`src/rtl/irc_pkg.sv`:
```
package irc_pkg;
  typedef enum logic [1:0] {
    MODE_RAW  = 2'b00,
    MODE_NEC  = 2'b01,
    MODE_RC5  = 2'b10,
    MODE_NONE = 2'b11
  } irc_mode_e;

  localparam logic [1:0] A_DIV  = 2'd0;
  localparam logic [1:0] A_CTRL = 2'd1;
  localparam logic [1:0] A_STAT = 2'd2;
  localparam logic [1:0] A_DATA = 2'd3;

  localparam int CTRL_EN_BIT  = 0;
  localparam int CTRL_ACK_BIT = 1;
  localparam int CTRL_MODE_LO = 6;
  localparam int NUM_SLOTS    = 3;
endpackage

```
`src/rtl/irc_rx_hold.sv`:
```
module irc_rx_hold
  import irc_pkg::*;
#(
  parameter int DW = 32
) (
  input  logic          clk,
  input  logic          rst_n,
  input  irc_mode_e     mode,
  input  logic          ack,
  input  logic          rx_valid,
  input  logic [DW-1:0] rx_word,
  input  logic          rx_rep,
  output logic [DW-1:0] rd_word,
  output logic          int_flag,
  output logic          ovr_flag,
  output logic          rep_flag
);
  logic [NUM_SLOTS-1:0][DW-1:0] slot_q;
  logic int_q, int_d, ovr_q, ovr_d, rep_q, rep_d;
  logic accept, take;

  assign accept = rx_valid && (mode != MODE_NONE);
  assign take   = accept && (!int_q || ack);

  always_comb begin
    int_d = ack ? accept : (int_q | accept);
    ovr_d = ack ? 1'b0 : (ovr_q | (accept & int_q));
    rep_d = take ? rx_rep : rep_q;
  end

  always_ff @(posedge clk or negedge rst_n) begin
    if (!rst_n) begin
      int_q <= 1'b0;
      ovr_q <= 1'b0;
      rep_q <= 1'b0;
    end else begin
      int_q <= int_d;
      ovr_q <= ovr_d;
      rep_q <= rep_d;
    end
  end

  for (genvar g = 0; g < NUM_SLOTS; g++) begin : g_slot
    logic slot_en;
    assign slot_en = take && (mode == irc_mode_e'(2'(g)));
    always_ff @(posedge clk or negedge rst_n) begin
      if (!rst_n)       slot_q[g] <= '0;
      else if (slot_en) slot_q[g] <= rx_word;
    end
  end

  always_comb begin
    case (mode)
      MODE_RAW: rd_word = slot_q[0];
      MODE_NEC: rd_word = slot_q[1];
      MODE_RC5: rd_word = slot_q[2];
      default:  rd_word = '0;
    endcase
  end

  assign int_flag = int_q;
  assign ovr_flag = ovr_q;
  assign rep_flag = rep_q;

  p_take_sets_int_r4: assert property (@(posedge clk) disable iff (!rst_n)
    take |=> int_q);
  p_ovr_cause_r5: assert property (@(posedge clk) disable iff (!rst_n)
    $rose(ovr_q) |-> $past(int_q));
  p_hold_data_r5: assert property (@(posedge clk) disable iff (!rst_n)
    (int_q && !ack) |=> ($stable(slot_q) && $stable(rep_q)));
  p_ack_clears_r6: assert property (@(posedge clk) disable iff (!rst_n)
    (ack && !accept) |=> (!int_q && !ovr_q));
endmodule

```
`src/rtl/irc_tx_slot.sv`:
```
module irc_tx_slot
  import irc_pkg::*;
#(
  parameter int DW = 32
) (
  input  logic          clk,
  input  logic          rst_n,
  input  irc_mode_e     mode,
  input  logic          wr,
  input  logic [DW-1:0] wdata,
  input  logic          tx_start,
  output logic [DW-1:0] tx_word,
  output logic          tx_load,
  output logic          busy_vis
);
  logic [DW-1:0] word_q, word_d;
  logic busy_q, busy_d, load_q, load;

  assign load = wr && (mode == MODE_RAW || mode == MODE_NEC);

  always_comb begin
    word_d = load ? wdata : word_q;
    if (load)          busy_d = 1'b1;
    else if (tx_start) busy_d = 1'b0;
    else               busy_d = busy_q;
  end

  always_ff @(posedge clk or negedge rst_n) begin
    if (!rst_n) begin
      word_q <= '0;
      busy_q <= 1'b0;
      load_q <= 1'b0;
    end else begin
      word_q <= word_d;
      busy_q <= busy_d;
      load_q <= load;
    end
  end

  assign tx_word  = word_q;
  assign tx_load  = load_q;
  assign busy_vis = busy_q && (mode != MODE_RC5);

  p_load_busy_r9: assert property (@(posedge clk) disable iff (!rst_n)
    load_q |-> busy_q);
  p_start_clears_r9: assert property (@(posedge clk) disable iff (!rst_n)
    (busy_q && tx_start && !load) |=> !busy_q);
  p_rc5_no_load_r10: assert property (@(posedge clk) disable iff (!rst_n)
    (wr && (mode == MODE_RC5 || mode == MODE_NONE)) |=> (!load_q && $stable(word_q)));
endmodule

```
`src/rtl/irc_host_regs.sv`:
```
module irc_host_regs
  import irc_pkg::*;
#(
  parameter int DW    = 32,
  parameter int DIV_W = 24
) (
  input  logic             clk,
  input  logic             rst_n,
  input  logic             bus_sel,
  input  logic             bus_we,
  input  logic [1:0]       bus_addr,
  input  logic [DW-1:0]    bus_wdata,
  output logic [DW-1:0]    bus_rdata,
  output logic             irq,
  output logic [DIV_W-1:0] clk_div,
  input  logic             rx_line,
  input  logic             rx_valid,
  input  logic [DW-1:0]    rx_word,
  input  logic             rx_rep,
  output logic [DW-1:0]    tx_word,
  output logic             tx_load,
  input  logic             tx_start
);
  localparam int STAT_W = 5;

  logic [1:0]       rst_sync;
  logic             rst_i;
  irc_mode_e        mode_q, mode_d;
  logic             en_q, en_d;
  logic [DIV_W-1:0] div_q, div_d;
  logic             wr, wr_div, wr_ctrl, wr_data, ack;
  logic [DW-1:0]    rx_rd;
  logic             rx_int, rx_ovr, rx_rpt, busy_vis;

  always_ff @(posedge clk or negedge rst_n) begin
    if (!rst_n) rst_sync <= 2'b00;
    else        rst_sync <= {rst_sync[0], 1'b1};
  end
  assign rst_i = rst_sync[1];

  assign wr      = bus_sel && bus_we;
  assign wr_div  = wr && (bus_addr == A_DIV);
  assign wr_ctrl = wr && (bus_addr == A_CTRL);
  assign wr_data = wr && (bus_addr == A_DATA);
  assign ack     = wr_ctrl && bus_wdata[CTRL_ACK_BIT];

  always_comb begin
    div_d  = wr_div ? bus_wdata[DIV_W-1:0] : div_q;
    mode_d = wr_ctrl ? irc_mode_e'(bus_wdata[CTRL_MODE_LO+1:CTRL_MODE_LO]) : mode_q;
    en_d   = wr_ctrl ? bus_wdata[CTRL_EN_BIT] : en_q;
  end

  always_ff @(posedge clk or negedge rst_i) begin
    if (!rst_i) begin
      div_q  <= '1;
      mode_q <= MODE_RAW;
      en_q   <= 1'b0;
    end else begin
      div_q  <= div_d;
      mode_q <= mode_d;
      en_q   <= en_d;
    end
  end

  irc_rx_hold #(.DW(DW)) i_rx (
    .clk(clk), .rst_n(rst_i), .mode(mode_q), .ack(ack),
    .rx_valid(rx_valid), .rx_word(rx_word), .rx_rep(rx_rep),
    .rd_word(rx_rd), .int_flag(rx_int), .ovr_flag(rx_ovr), .rep_flag(rx_rpt)
  );

  irc_tx_slot #(.DW(DW)) i_tx (
    .clk(clk), .rst_n(rst_i), .mode(mode_q), .wr(wr_data), .wdata(bus_wdata),
    .tx_start(tx_start), .tx_word(tx_word), .tx_load(tx_load), .busy_vis(busy_vis)
  );

  always_comb begin
    bus_rdata = '0;
    case (bus_addr)
      A_DIV:  bus_rdata[DIV_W-1:0] = div_q;
      A_CTRL: begin
        bus_rdata[CTRL_MODE_LO+1:CTRL_MODE_LO] = mode_q;
        bus_rdata[CTRL_EN_BIT] = en_q;
      end
      A_STAT: bus_rdata[STAT_W-1:0] = {busy_vis, rx_rpt, rx_ovr, ~rx_line, rx_int};
      default: bus_rdata = rx_rd;
    endcase
  end

  assign irq     = rx_int && en_q;
  assign clk_div = div_q;

  p_div_hold_r2: assert property (@(posedge clk) disable iff (!rst_i)
    !wr_div |=> $stable(div_q));
  p_ack_drops_irq_r7: assert property (@(posedge clk) disable iff (!rst_i)
    (ack && !rx_valid) |=> !irq);
  p_irq_needs_en_r7: assert property (@(posedge clk) disable iff (!rst_i)
    (wr_ctrl && !bus_wdata[CTRL_EN_BIT]) |=> !irq);
endmodule

```
`config.mk`:
```
export PLATFORM = sky130hd
export DESIGN_NAME = irc_host_regs
export DESIGN_NICKNAME = d
export VERILOG_FILES = /design/src/rtl/irc_pkg.sv /design/src/rtl/irc_rx_hold.sv /design/src/rtl/irc_tx_slot.sv /design/src/rtl/irc_host_regs.sv
export SDC_FILE = /design/constraint.sdc
export NUM_CORES = 1
export LEC_CHECK = 0
export ABC_AREA = 1
export BUFFER_PORTS_ARGS = -buffer_cell sky130_fd_sc_hd__buf_4
export CAP_MARGIN = 20
export CORE_MARGIN = 2
export CORE_UTILIZATION = 54
export CTS_BUF_LIST = sky130_fd_sc_hd__clkbuf_8
export DETAILED_ROUTE_END_ITERATION = 12
export PLACE_DENSITY = 0.81
export SETUP_SLACK_MARGIN = 0.05
export SLEW_MARGIN = 15
export SYNTH_ARGS = -nofsm -noshare
export SYNTH_HDL_FRONTEND = slang
export SYNTH_SLANG_ARGS = --single-unit
```
`constraint.sdc`:
```
create_clock -name clk -period 6.44 [get_ports clk]
set_clock_uncertainty 0.2 [all_clocks]
set_input_delay 0.966 -clock clk [delete_from_list [all_inputs] [get_ports clk]]
set_output_delay 0.966 -clock clk [all_outputs]
set_load 0.05 [all_outputs]
```
==> key figures <==
Die
  • Die Ht: 121 um
  • Die X: 121 um
  • Io pins: 164
  • Initial Utilization: 0.555
  • # rows: 42
  • Core Box Area: 13,300 um2
  • Die area: 14,700 um2

CTS
  • CTS tree: done
  • CTS max path bufs: 2
  • Clock Latency Late Sink: 0.45 ns
  • CTS Sinks: 162
  • Cts hold-fix bufs: 0
  • Clk root buf: clkbuf_8
  • Num CTS Buffers: 17
  • Clock slew at reported path FFs: 0.09 ns
  • Setup bufs post-CTS: 0
  • CTS resizes: 0
  • Htree depth: 4

Cells and area
  • Antenna diodes: 0
  • Fin cells: 1,244
  • Most common cell after layout, fill and taps aside: nand2_1
  • Fillers: 1,148
  • Layout area overhead: 22.3%
  • Nets@finish: 1,129
  • Layout cells sized above 1: 0.227
  • Commonest cells after routing, fill and taps aside: nand2_1 (455), buf_4 (173), dfrtp_1 (137)

STA
  • Period minus WS final: 3.94 ns
  • Max_slew headroom: 0.349
  • Hold Slack: 0.0840 ns
  • Fmax: 0.254 GHz
  • RSZ-0062 raised after global routing: false
  • Setup TNS: 0 ns
  • Fin. Hold Viols: 0
  • Final setup viols: 0
  • Final slew viol count: 0
  • Tcrit/Tclk final: 0.611
  • Least-Margin Pin Slew: 0.976 ns

Outcome
  • Status: finished, final reports clean

Synth
  • Mux contribution to synthesized area: 0
  • Post-Syn Nets: 1,005
  • Synth Area in Simple Gates: 0.347
  • Synth Area in XOR/XNOR: 0
  • Cell variety after synth: 20
  • Mapped Area: 7410 um2
  • Register area share after synthesis: 0.551
  • Synth Area in Adders: 0
  • Synth warn: 0
  • Flops & latches, synth: 162
  • Synth Instances: 931
  • Synth top area cells: dfrtp_1 (47%), nand2_1 (23%), dfstp_2 (8.5%)
  • Mean Syn Cell Area: 7.96 um2
  • Compound-Gate Fraction of Synth Area: 0.0378
  • Top cell type's share of synthesized area: 0.466
  • Main combinational cell family by area after synthesis: simple AND/OR/NAND/NOR gates
  • Area leader, netlist: dfrtp_1

Critical path
  • CP Class: reg -> out
  • Data arrival, critical path: 2.77 ns
  • Nature of the critical path startpoint: register
  • CP max FO: 34
  • WP data required: 5.27 ns
  • Worst setup EP type: output port

Global route
  • Number of global-route vias before repair: 6,345
  • Initial antenna violation count: 0
  • First-pass GRT wire length: 31,100 um
  • Total GRT Usage: 0.268
  • Pin count of the biggest net entering global routing: 98
  • GRT Residual Overflow: 0

Worst hold path
  • Hold WC Path Type: in -> async

Power
  • Total Power: 3.22 mW
  • VDD IR max: 0.000267 V
  • PD cells: 355 nW/um2
  • Leakage dissipation: 4.92 nW

Placed design
  • Routability cong.: 0.781
  • Hpwl dp: 12,200 um
  • Cells after DPL: 1,212
  • I/O Buffers: 163

Route
  • Via density: 5.36
  • Post-DRT Antenna Nets: 0
  • Drt pass-1 iters: 5
  • Vias after detailed routing: 6,663
  • Iteration-0 DRC Markers: 768
  • DRC: 0
  • Total Routed Length: 18,900 um
  • WL per Instance: 15.2 um

Job
  • Max-cap violations: 0
per-layer routing:
layer / share of wire / vias to the layer above / global-route usage
li1: - / 3253 / -
met1: 0.41 / 3146 / 0.356
met2: 0.50 / 238 / 0.447
met3: 0.063 / 26 / 0.0573
met4: 0.018 / 0 / 0.0761
met5: 0 / - / 0
final timing paths:
| check | depth (start not counted) | startpoint | slack (ns) | to |
|---|---|---|---|---|
| max | 8 | mode_q[1] | 2.50 | bus_rdata[0] |
| min | 1 | rst_n | 0.08 | rst_sync[1] |
| max reg2reg | 6 | mode_q[1] | 3.35 | i_rx.slot_q[65] |
| min reg2reg | 0 | rst_sync[1] | 0.13 | i_rx.slot_q[27] |
| max in group asynchronous | 1 | rst_sync[1] | 4.62 | i_tx.tx_word[25] |
| min in group clk | 0 | rst_sync[0] | 0.16 | rst_sync[1] |
registers in the layout (all words and copies together) (netlist names), 2 cells and up:
signal,count
i_tx.tx_word,32
i_rx.slot_q,96
rst_sync,2
mode_q,2
clk_div,24
worst max-delay path: stages, from the launching register on:
cell and delay (ns):
dfrtp_1 0.50, inv_1 0.16, nor2_4 0.60, buf_4 0.47
nand2_1 0.09, nand3_1 0.09, nand2_1 0.07, nand4_1 0.13
buf_4 0.21
where the power goes:
part           internal [mW]  switching, mW  leakage (nW)  total, mW
registers               1.28          0.148          2.03       1.43
clock network          0.379          0.377         0.195      0.756
logic                  0.309          0.724          2.69       1.03
total                   1.97           1.25          4.92       3.22
through the flow:
stage | utilization | worst slack, ns | cell area (um2)
after CTS | 0.679 | 2.52 | 9060
after global placement | 0.649 | 2.99 | 8660
final | 0.679 | 2.50 | 9060
after global routing | 0.679 | 2.28 | 9060
after floorplan | - | 1.43 | 7410
after detailed placement | 0.649 | 2.95 | 8660
final cells by class:
type                            instances  area [um2]  area share
Multi-Input combinational cell        657        2890       0.318
Inverter                               44         165      0.0182
Tap cell                              176         220      0.0243
Timing Repair Buffer                  173        1300       0.143
Sequential cell                       162        4090       0.451
Clock buffer                           17         234      0.0258
Clock inverter                         15         169      0.0186
kinds of logic after synthesis:
kind of cell           after synthesis
DFF                                162
AOI/OAI and AO/OA                   55
buffers and inverters              112
other                                1
and+or+nand+nor                    601
synthesized netlist by cell type:
| cell type | count |
|---|---|
| nand4_1 | 97 |
| o21ai_0 | 48 |
| nand2_1 | 456 |
| inv_2 | 3 |
| o211ai_1 | 2 |
| nor2_4 | 1 |
| nor2_1 | 4 |
| conb_1 | 1 |
| dfrtp_1 | 138 |
| buf_1 | 7 |
| o21ai_1 | 5 |
| clkinv_1 | 1 |
| buf_4 | 1 |
| nand3_1 | 40 |
| nand3_2 | 2 |
| buf_2 | 37 |
| nor2_2 | 1 |
| dfstp_2 | 24 |
| clkbuf_1 | 23 |
| inv_1 | 40 |
Note: power is estimated with default switching activity, not from simulation.
